<file path="src/rtl/vlt_pkg.sv">
package vlt_pkg;

  typedef enum logic [2:0] {
    ST_IDLE,
    ST_LEAD,
    ST_LINE,
    ST_GAP,
    ST_TRAIL
  } vlt_state_e;

  // pixels carried per clock for a mode code, 0 for an invalid code
  function automatic int taps_of(input logic [1:0] mode);
    case (mode)
      2'd0:    return 2;
      2'd1:    return 4;
      2'd2:    return 8;
      default: return 0;
    endcase
  endfunction

  // clocks of line-valid for one full line
  function automatic int line_clocks(input logic [1:0] mode, input int line_pix);
    int t;
    t = taps_of(mode);
    return (t == 0) ? 1 : line_pix / t;
  endfunction

  function automatic logic request_ok(input logic [1:0] mode, input logic wide,
                                      input int lines, input int min_l, input int max_l);
    return (mode != 2'd3) && !(mode == 2'd2 && wide) &&
           (lines >= min_l) && (lines <= max_l);
  endfunction

  // test pattern value for one slot
  function automatic int pattern_val(input int line, input int col,
                                     input logic [1:0] mode, input logic wide, input int slot);
    int mask;
    mask = wide ? 1023 : 255;
    return (line + col * taps_of(mode) + slot) & mask;
  endfunction

endpackage

</file>
<file path="src/rtl/vlt_ctrl.sv">
module vlt_ctrl
  import vlt_pkg::*;
#(
  parameter int LINE_PIX  = 2352,
  parameter int MIN_LINES = 2,
  parameter int MAX_LINES = 1726,
  parameter int LINES_W   = 11,
  parameter int COL_W     = 11,
  parameter int GAP_W     = 8
) (
  input  logic               clk,
  input  logic               rst_n,
  input  logic               start_i,
  input  logic [1:0]         mode_i,
  input  logic               wide_i,
  input  logic [LINES_W-1:0] lines_i,
  input  logic [GAP_W-1:0]   gap_i,
  output logic               frame_o,
  output logic               line_o,
  output logic               err_o,
  output logic [1:0]         cap_mode_o,
  output logic               cap_wide_o,
  output logic [LINES_W-1:0] line_idx_o,
  output logic [COL_W-1:0]   col_idx_o,
  output logic [COL_W-1:0]   line_len_o
);

  vlt_state_e         state_q;
  logic [LINES_W-1:0] cap_lines_q;
  logic [GAP_W-1:0]   cap_gap_q;
  logic [GAP_W-1:0]   gcnt_q;

  logic req_ok_w, accept_w, reject_w, line_end_w, last_line_w, gap_end_w;

  assign req_ok_w    = request_ok(mode_i, wide_i, int'(lines_i), MIN_LINES, MAX_LINES);
  assign accept_w    = start_i && (state_q == ST_IDLE) && req_ok_w;
  assign reject_w    = start_i && (state_q == ST_IDLE) && !req_ok_w;
  assign line_len_o  = COL_W'(line_clocks(cap_mode_o, LINE_PIX));
  assign line_end_w  = (state_q == ST_LINE) && (col_idx_o == line_len_o - 1'b1);
  assign last_line_w = (line_idx_o == cap_lines_q - 1'b1);
  assign gap_end_w   = (state_q == ST_GAP) && (gcnt_q >= cap_gap_q);

  always_ff @(posedge clk or negedge rst_n) begin
    if (!rst_n) begin
      state_q     <= ST_IDLE;
      cap_mode_o  <= 2'd0;
      cap_wide_o  <= 1'b0;
      cap_lines_q <= '0;
      cap_gap_q   <= GAP_W'(1);
      gcnt_q      <= '0;
      line_idx_o  <= '0;
      col_idx_o   <= '0;
      err_o       <= 1'b0;
    end else begin
      if (reject_w) err_o <= 1'b1;
      unique case (state_q)
        ST_IDLE: if (accept_w) begin
          err_o       <= 1'b0;
          cap_mode_o  <= mode_i;
          cap_wide_o  <= wide_i;
          cap_lines_q <= lines_i;
          cap_gap_q   <= (gap_i == '0) ? GAP_W'(1) : gap_i;
          line_idx_o  <= '0;
          col_idx_o   <= '0;
          state_q     <= ST_LEAD;
        end
        ST_LEAD: state_q <= ST_LINE;
        ST_LINE: begin
          if (line_end_w) begin
            col_idx_o <= '0;
            gcnt_q    <= GAP_W'(1);
            state_q   <= last_line_w ? ST_TRAIL : ST_GAP;
          end else begin
            col_idx_o <= col_idx_o + 1'b1;
          end
        end
        ST_GAP: begin
          if (gap_end_w) begin
            line_idx_o <= line_idx_o + 1'b1;
            state_q    <= ST_LINE;
          end else begin
            gcnt_q <= gcnt_q + 1'b1;
          end
        end
        ST_TRAIL: state_q <= ST_IDLE;
        default:  state_q <= ST_IDLE;
      endcase
    end
  end

  assign frame_o = (state_q != ST_IDLE);
  assign line_o  = (state_q == ST_LINE);

endmodule

</file>
<file path="src/rtl/vlt_pattern.sv">
module vlt_pattern
  import vlt_pkg::*;
#(
  parameter int PIX_W    = 10,
  parameter int MAX_TAPS = 8,
  parameter int LINES_W  = 11,
  parameter int COL_W    = 11
) (
  input  logic                      active_i,
  input  logic [1:0]                mode_i,
  input  logic                      wide_i,
  input  logic [LINES_W-1:0]        line_i,
  input  logic [COL_W-1:0]          col_i,
  output logic [MAX_TAPS*PIX_W-1:0] pix_o
);

  for (genvar k = 0; k < MAX_TAPS; k++) begin : g_slot
    logic on_w;
    assign on_w = active_i && (k < taps_of(mode_i));
    assign pix_o[k*PIX_W +: PIX_W] =
      on_w ? PIX_W'(pattern_val(int'(line_i), int'(col_i), mode_i, wide_i, k)) : '0;
  end

endmodule

</file>
<file path="src/rtl/vid_line_timer.sv">
module vid_line_timer #(
  parameter int  PIX_W     = 10,
  parameter int  MAX_TAPS  = 8,
  parameter int  LINE_PIX  = 2352,
  parameter int  MIN_LINES = 2,
  parameter int  MAX_LINES = 1726,
  parameter int  GAP_W     = 8,
  localparam int LINES_W   = $clog2(MAX_LINES + 1),
  localparam int COL_W     = $clog2(LINE_PIX / 2 + 1),
  localparam int BUS_W     = MAX_TAPS * PIX_W
) (
  input  logic               clk,
  input  logic               rst_n,
  input  logic               start_i,
  input  logic [1:0]         mode_i,
  input  logic               wide_i,
  input  logic [LINES_W-1:0] lines_i,
  input  logic [GAP_W-1:0]   gap_i,
  output logic               frame_o,
  output logic               line_o,
  output logic               err_o,
  output logic [BUS_W-1:0]   pix_o
);

  // named internal events, also observed by the bound checker
  logic [1:0]         cap_mode_w;
  logic               cap_wide_w;
  logic [LINES_W-1:0] line_idx_w;
  logic [COL_W-1:0]   col_idx_w;
  logic [COL_W-1:0]   line_len_w;

  vlt_ctrl #(
    .LINE_PIX (LINE_PIX),
    .MIN_LINES(MIN_LINES),
    .MAX_LINES(MAX_LINES),
    .LINES_W  (LINES_W),
    .COL_W    (COL_W),
    .GAP_W    (GAP_W)
  ) u_ctrl (
    .clk       (clk),
    .rst_n     (rst_n),
    .start_i   (start_i),
    .mode_i    (mode_i),
    .wide_i    (wide_i),
    .lines_i   (lines_i),
    .gap_i     (gap_i),
    .frame_o   (frame_o),
    .line_o    (line_o),
    .err_o     (err_o),
    .cap_mode_o(cap_mode_w),
    .cap_wide_o(cap_wide_w),
    .line_idx_o(line_idx_w),
    .col_idx_o (col_idx_w),
    .line_len_o(line_len_w)
  );

  vlt_pattern #(
    .PIX_W   (PIX_W),
    .MAX_TAPS(MAX_TAPS),
    .LINES_W (LINES_W),
    .COL_W   (COL_W)
  ) u_pat (
    .active_i(line_o),
    .mode_i  (cap_mode_w),
    .wide_i  (cap_wide_w),
    .line_i  (line_idx_w),
    .col_i   (col_idx_w),
    .pix_o   (pix_o)
  );

endmodule

</file>
<file path="config.mk">
export PLATFORM = sky130hd
export DESIGN_NAME = vid_line_timer
export DESIGN_NICKNAME = d
export VERILOG_FILES = /design/src/rtl/vlt_pkg.sv /design/src/rtl/vlt_ctrl.sv /design/src/rtl/vlt_pattern.sv /design/src/rtl/vid_line_timer.sv
export SDC_FILE = /design/constraint.sdc
export NUM_CORES = 1
export LEC_CHECK = 0
export BUFFER_PORTS_ARGS = -buffer_cell sky130_fd_sc_hd__buf_2
export CORE_MARGIN = 3
export CORE_UTILIZATION = 52
export CTS_CLUSTER_SIZE = 16
export DETAILED_ROUTE_END_ITERATION = 7
export GPL_TIMING_DRIVEN = 0
export PLACE_DENSITY = 0.79
export SYNTH_ARGS = -nofsm -noshare
export SYNTH_HDL_FRONTEND = slang
export SYNTH_SLANG_ARGS = --single-unit
</file>
<file path="constraint.sdc">
create_clock -name clk -period 5.35 [get_ports clk]
set_clock_uncertainty 0.1 [all_clocks]
set_input_delay 0.8025 -clock clk [delete_from_list [all_inputs] [get_ports clk]]
set_output_delay 0.8025 -clock clk [all_outputs]
set_load 0.005 [all_outputs]
</file>
# Word level (Yosys, flattened, before mapping)
# Index checks and enable logic that the tools add are counted.
# W data, S select, Z words.
[op_classes]
n_bitwise = 8
addsub = 13
mul = 1
div_mod_pow = 1
reduce_logical = 32
n_mux = 28
order_cmp = 11
n_eq_ne = 13
[op_table]
columns = ["cell", "count"]
rows = [
  ["$mux W10", 9],
  ["$and A10 B10 Y10", 8],
  ["$mux W11", 4],
  ["$pmux W11 S2", 2],
  ["$add A10 B4 Y10 const B", 4],
  ["$div A13 B32 Y32 const A", 1],
  ["$logic_not A32 Y1", 1],
  ["$mux W8", 3],
  ["$add A11 B1 Y11 const B", 2],
  ["$eq A11 B11 Y1", 2],
  ["$sub A11 B1 Y11 const B", 2],
  ["$add A10 B3 Y10 const B", 2],
  ["$logic_and A1 B1 Y1", 17],
  ["$lt A3 B4 Y1 const A", 4],
  ["$pmux W8 S2", 1],
  ["$mux W3", 4],
  ["$pmux W3 S4", 1],
  ["$pmux W4 S3", 1],
  ["$ge A11 B2 Y1 const B", 1],
  ["$le A11 B11 Y1 const B", 1],
  ["$mul A11 B4 Y10", 1],
  ["$add A10 B10 Y10", 1],
  ["$add A10 B2 Y10 const B", 1],
  ["$reduce_and A3 Y1", 3],
  ["18 further kinds", 31],
]
[word_totals]
output_inout_bits = 83
wordCells = 116
input_bits = 25
register_bits = 56

# Logic depth before layout (Yosys ltp)
[logic_depth]
ltp_word = 11
mapped_depth = 18
mapped_depth_nobuf = 17

# By module
# From an unflattened synthesis, not the netlist that was laid out.
[unflattened]
cells_unflattened = 733
area_unflattened_um2 = 5803.1
[modules_own_cells]
columns = ["module", "n_inst", "area_each_um2", "seq_area_each_um2", "cells_per_inst"]
rows = [
  ["vlt_ctrl", 1, 3404.5, 1402.6, 383],
  ["vlt_pattern", 1, 2398.6, 0.0, 350],
]

# Worst setup path after synthesis
# OpenSTA, ideal clock, no wires.
[synth_path]
kind = "register to output"
start = "reg u_ctrl.cap_mode_o[0]"
end = "out pix_o[19]"
n_path_buf = 2
path_stages_with_launch = 17
required_ps = 4448
arrival_time_ps = 4310
slack_ps = 137
path_cell_list = "dfrtp_1 inv_1 ha_1 clkbuf_1 nand2_1 fa_1 inv_1 ha_1 ha_1 fa_1 a211oi_2 nor2_1 nor4_4 and4_1 buf_4 a21oi_2 mux2_2"
[synth_between]
elab_chain_len = 7
word_cells_on_any_way = 11
cone_classes = "add/sub: 2; mul: 1; order compare: 1; eq/ne: 2; mux: 2; bitwise: 1; reduce/logical: 2"
[synth_lines]
columns = ["item", "line_no", "source"]
rows = [
  ["from (decl)", "vlt_ctrl.sv:21", "output logic [1:0] cap_mode_o,"],
  ["from (signal assigned)", "vlt_ctrl.sv:59", "cap_mode_o <= mode_i;"],
  ["$eq A2 B2 Y1, or another cell as far along", "vlt_pkg.sv:13", "case (mode)"],
  ["$pmux W4 S3 (*)", "vlt_pkg.sv:13", ""],
  ["$mul A11 B4 Y10", "vlt_pkg.sv:39", "return (line + col * taps_of(mode) + slot) & mask;"],
  ["$add A10 B10 Y10", "vlt_pkg.sv:39", ""],
  ["$add A10 B2 Y10", "vlt_pkg.sv:39", ""],
  ["$and A10 B10 Y10", "vlt_pkg.sv:39", ""],
  ["$mux W10 (*)", "vlt_pattern.sv:21", "on_w ? PIX_W'(pattern_val(int'(line_i), int'(col_i), mode_i, wide_i, k)) : '0;"],
  ["to (decl)", "vid_line_timer.sv:22", "output logic [BUS_W-1:0] pix_o"],
]
# Mark *: on every way between the ends. The rest lies on a longest branch, timed or not.

# Worst setup path after layout
[layout_path]
start = "reg u_ctrl.cap_mode_o[1]"
end = "out pix_o[49]"
[layout_between]
elab_chain_len = 7
word_cells_on_any_way = 11
cone_classes = "add/sub: 2; mul: 1; order compare: 1; eq/ne: 2; mux: 2; bitwise: 1; reduce/logical: 2"
[layout_lines]
columns = ["item", "line_no"]
rows = [
  ["$eq A2 B2 Y1, or another cell as far along", "vlt_pkg.sv:13"],
  ["$pmux W4 S3 (*)", "vlt_pkg.sv:13"],
  ["$mul A11 B4 Y10", "vlt_pkg.sv:39"],
  ["$add A10 B10 Y10", "vlt_pkg.sv:39"],
  ["$add A10 B4 Y10", "vlt_pkg.sv:39"],
  ["$and A10 B10 Y10", "vlt_pkg.sv:39"],
  ["$mux W10 (*)", "vlt_pattern.sv:21"],
]
# Marked as above.

==> metrics.log <==
[metrics] run status: finished with violations
[metrics] violated checks: setup timing
[metrics] Floorplan Core Area: roughly 10000 µm²
[metrics] overall power of the completed layout: 3.93 mW
[metrics] xor-xnor portion of the synthesized cell area: 10.3%
[metrics] number of diodes added for antenna fixing: 0
[metrics] global routing usage on met1: 33.1%
[metrics] unrepaired setup endpoints after global routing: true
[metrics] Seq cells post-synth: 56
[metrics] CTS Hold Bufs: 0
[metrics] highest attainable clock frequency: 182 MHz
[metrics] post-synthesis simple-gate area fraction: 27.3%
[metrics] cell at the root of the clock tree: sky130_fd_sc_hd__clkbuf_8
[metrics] warnings from Yosys: 0
[metrics] global routing usage on met3: 4.14%
[metrics] placed cell count: 958
[metrics] relative max-transition margin: 15.7%
[metrics] routed wire length: 17000 µm
[metrics] combinational family with the most area after synthesis: simple AND/OR/NAND/NOR gates
[metrics] share of synthesized area spent on multiplexers: 5.02%
[metrics] effective utilization at floorplan: 54.1%
[metrics] max incr delay on CP: ~520 ps
[metrics] peak supply drop: approximately 0.34 mV
[metrics] count of final hold-check violations: 0
[metrics] sequential share of the synthesized area: approximately a quarter
[metrics] count of mapped cells out of synthesis: 715
[metrics] first-pass GRT wire length: 27000 µm
[metrics] post-detailed-placement cell area: approximately 6400 µm²
[metrics] max-capacitance violation count: 0
[metrics] layout-stage area growth over the synthesis result: 25.6%
[metrics] most crowded layer after global routing: met2
[metrics] router iterations before antenna repair: 6
[metrics] CP max FO: 7
[metrics] PD cells: 553 nW/µm²
[metrics] Async SR Flop Fraction: 100%
[metrics] clock tree from TritonCTS: yes
[metrics] total negative slack: -1230 ps
[metrics] signal arrival time at the worst endpoint: 4600 ps
[metrics] final period utilization: 103%
[metrics] total number of H-tree levels: 2
[metrics] Die X: ~110 µm
[metrics] Final GP Congestion: roughly 0.95
[metrics] LEAKAGE: ~3.3 nW
[metrics] Top Ports: 108
[metrics] post-route ant nets: 0
[metrics] Setup CP Type: reg2out
[metrics] total global-route track usage: between 20 and 30%
[metrics] Cell Count, Final, Fillers Out: 994
[metrics] Cell Chain, Critical Path: ha_4 -> buf_8 -> and2_4 -> fa_1 -> ha_1 -> inv_2 -> fa_1 -> inv_2 -> ha_4 -> o21ai_4 -> or4b_1 -> o211ai_1 -> buf_4 -> nand4_1 -> buf_4 -> o21ai_0 -> mux2i_2 -> buf_2
[metrics] vias per inst: 5.81
[metrics] Remaining Overflow, GRT: 0
[metrics] compound-gate portion of the synthesized area: 11.8%
[metrics] maximum buffer depth of the clock tree: 2
[metrics] number of flops mapped to enable cells by yosys: 0
[metrics] data required time of the critical path: 4450 ps
[metrics] worst setup slack after layout: -157 ps
[metrics] count of final max-slew check failures: 0
[metrics] setup violation total in the final timing report: 13
[metrics] post-synth design cell area: 5660 µm²
[metrics] nets in the synthesized netlist: 801
[metrics] share of synthesized cell area in full adder, half adder and majority cells: 15.1%
[metrics] DIE HEIGHT: 110 µm
[metrics] mean area per synthesized cell: slightly below 8 µm²
[metrics] number of distinct standard cells referenced by the synthesized netlist: 59
[metrics] sum of net half-perimeters after detailed placement: ~12000 µm
[metrics] crit start category: register
[metrics] number of port buffers: ~110
[metrics] shortest period the worst path allows: 5510 ps
[metrics] DRC viols: 0
[metrics] endpoint class of the critical path: primary output
[metrics] CP top delay family: adder cells
[metrics] detailed router's first-iteration violation count: 408
[metrics] initial antenna violation count: 0
[metrics] Top FF cell, synth: sky130_fd_sc_hd__dfrtp_1
[metrics] fin nets: 943
[metrics] number of rows created at floorplan: 37
[metrics] clock buffers created by TritonCTS: 5
[metrics] Bufs and invs on worst path: 6
[metrics] slowest stage cell on the critical path: sky130_fd_sc_hd__fa_1
[metrics] clock latency of the later-clocked register in the worst-skew pair: between 300 and 400 ps
[metrics] slew at the pin closest to its max-slew limit: 1260 ps
[metrics] post-layout instance area: 7110 µm²
[metrics] class of the most critical hold timing path: reg2reg
[metrics] clock-pin transition on the worst setup and hold timing paths: 110 ps
[metrics] met2 layer usage reported by global route: between 40 and 50%
[metrics] routed via count: between 5000 and 6000
[metrics] average wire length per cell after detail routing: 17.1 µm
[metrics] overall die area: 12200 µm²
[metrics] maximum number of pins on one net before global-route repair: 57
[metrics] number of sinks driven by the clock tree: 56
[metrics] fraction of layout instances using a drive strength above 1: roughly a quarter
[metrics] vias in the first global route: 5648
-- logic make-up (layout without fill, tap and decap cells) --
family / count (synthesis) / count (layout)
AO/OA/AOI/OAI: 109 / 109
XOR/XNOR: 66 / 66
adder cells (fa/ha/maj): 61 / 61
buffers and inverters: 82 / 225
flip-flops: 56 / 56
multiplexers: 27 / 27
AND/OR/NAND/NOR: 314 / 314
-- flip-flops by register name (all words and copies together), names as in the netlist, named ones only --
signal,count
u_ctrl.gcnt_q,8
u_ctrl.cap_gap_q,8
u_ctrl.cap_lines_q,11
u_ctrl.state_q,3
u_ctrl.cap_wide_o,1
u_ctrl.line_idx_o,11
u_ctrl.cap_mode_o,2
u_ctrl.col_idx_o,11
-- cells in the mapped netlist (7+ instances only) --
cell type	n	area share (%)
sky130_fd_sc_hd__inv_1	52	3.4
sky130_fd_sc_hd__xnor2_1	42	6.5
sky130_fd_sc_hd__xor2_1	23	3.6
sky130_fd_sc_hd__mux2i_1	16	2.8
sky130_fd_sc_hd__o21ai_0	43	3.8
sky130_fd_sc_hd__nor3_1	20	1.8
sky130_fd_sc_hd__and2_1	16	1.8
sky130_fd_sc_hd__dfrtp_1	55	24
sky130_fd_sc_hd__clkbuf_1	21	1.4
sky130_fd_sc_hd__nand2_1	63	4.2
sky130_fd_sc_hd__mux2_2	11	2.2
sky130_fd_sc_hd__ha_1	49	11
sky130_fd_sc_hd__fa_1	12	4.2
sky130_fd_sc_hd__nor4_1	7	0.77
sky130_fd_sc_hd__nand4_1	10	1.1
sky130_fd_sc_hd__nand3_1	29	2.6
sky130_fd_sc_hd__nand2b_1	12	1.3
sky130_fd_sc_hd__a21oi_1	30	2.7
sky130_fd_sc_hd__nor2_1	108	7.2
sky130_fd_sc_hd__and3_1	17	1.9
-- through the flow --
stage	util (%)	hold WS, ps	setup slack, ps
floorplan	-	357	137
global placement	60.8	377	-640
detailed placement	60.8	383	-753
CTS	65.4	398	-78.5
global route	68.0	416	-257
finish	68.0	393	-157
-- worst register-to-register path, delay by kind of cell, from the launching register on --
| kind | cells | cell delay, ps |
|---|---|---|
| mux | 1 | 340 |
| fa+ha+maj | 1 | 280 |
| flops | 1 | 400 |
| compound gates | 2 | 360 |
| buf+inv | 2 | 540 |
| simple gates | 3 | 860 |
-- area by class of cell --
class	count	area (µm²)
plain buffers	28	144
inverters	52	198
multi-input cells	577	4310
fillers	841	3350
clock buffers	7	86.3
well taps	136	170
flip-flops and latches	56	1400
repair buffers	137	790
clock inverters	1	7.51
-- routing by layer --
layer	up-vias	share of wire, %
met5	-	0
met4	0	4.2
met3	59	6.7
met2	292	49
met1	2699	40
li1	2721	-
-- repair_timing --
action / 4_1_cts / 5_1_grt
endpoints found under the setup margin: 47 / 31
resized for setup: 46 / 45
pin swaps: 23 / 27
setup buffers: 20 / 11
-- power breakdown --
part	switching (mW)	leakage (nW)	internal, mW
registers	0.170	0.697	0.556
clock network	0.138	0.0445	0.106
logic	1.72	2.54	1.24
-- final timing paths --
check / startpoint / end / slack (ps) / cells after the start
min: u_ctrl.gcnt_q[7]$_DFFE_PN0P_ / u_ctrl.gcnt_q[7]$_DFFE_PN0P_ / 390 / 1
max in group asynchronous: rst_n / u_ctrl.cap_mode_o[1]$_DFFE_PN0P_ / 3670 / 1
min in group asynchronous: rst_n / u_ctrl.col_idx_o[10]$_DFFE_PN0P_ / 660 / 1
max reg2reg: u_ctrl.gcnt_q[0]$_DFFE_PN0P_ / u_ctrl.line_idx_o[0]$_DFFE_PN0P_ / 2360 / 9
max: u_ctrl.cap_mode_o[1]$_DFFE_PN0P_ / pix_o[49] / -160 / 18
min reg2reg: u_ctrl.gcnt_q[7]$_DFFE_PN0P_ / u_ctrl.gcnt_q[7]$_DFFE_PN0P_ / 390 / 1
-- cells in the final DEF (no fill, tap or decap), drive strengths merged, types with 4 or more instances in the layout --
cell    netlist  final
xnor2        43     43
dfrtp        55     55
mux2         11     11
nand2b       12     12
nor4          8      8
nor3         21     21
or3           5      5
a21oi        31     31
inv          52     52
nand4        10     10
o21ai        44     44
and2         16     16
nand2        63     63
or4           4      4
clkbuf       21     25
and3         17     17
nor2        109    109
mux2i        16     16
o31ai         4      4
nand3b        6      6
nand3        29     29
fa           12     12
a211oi        6      6
a31oi         5      5
buf           9    147
ha           49     49
xor2         23     23
Power figures use the tool's default switching activity.
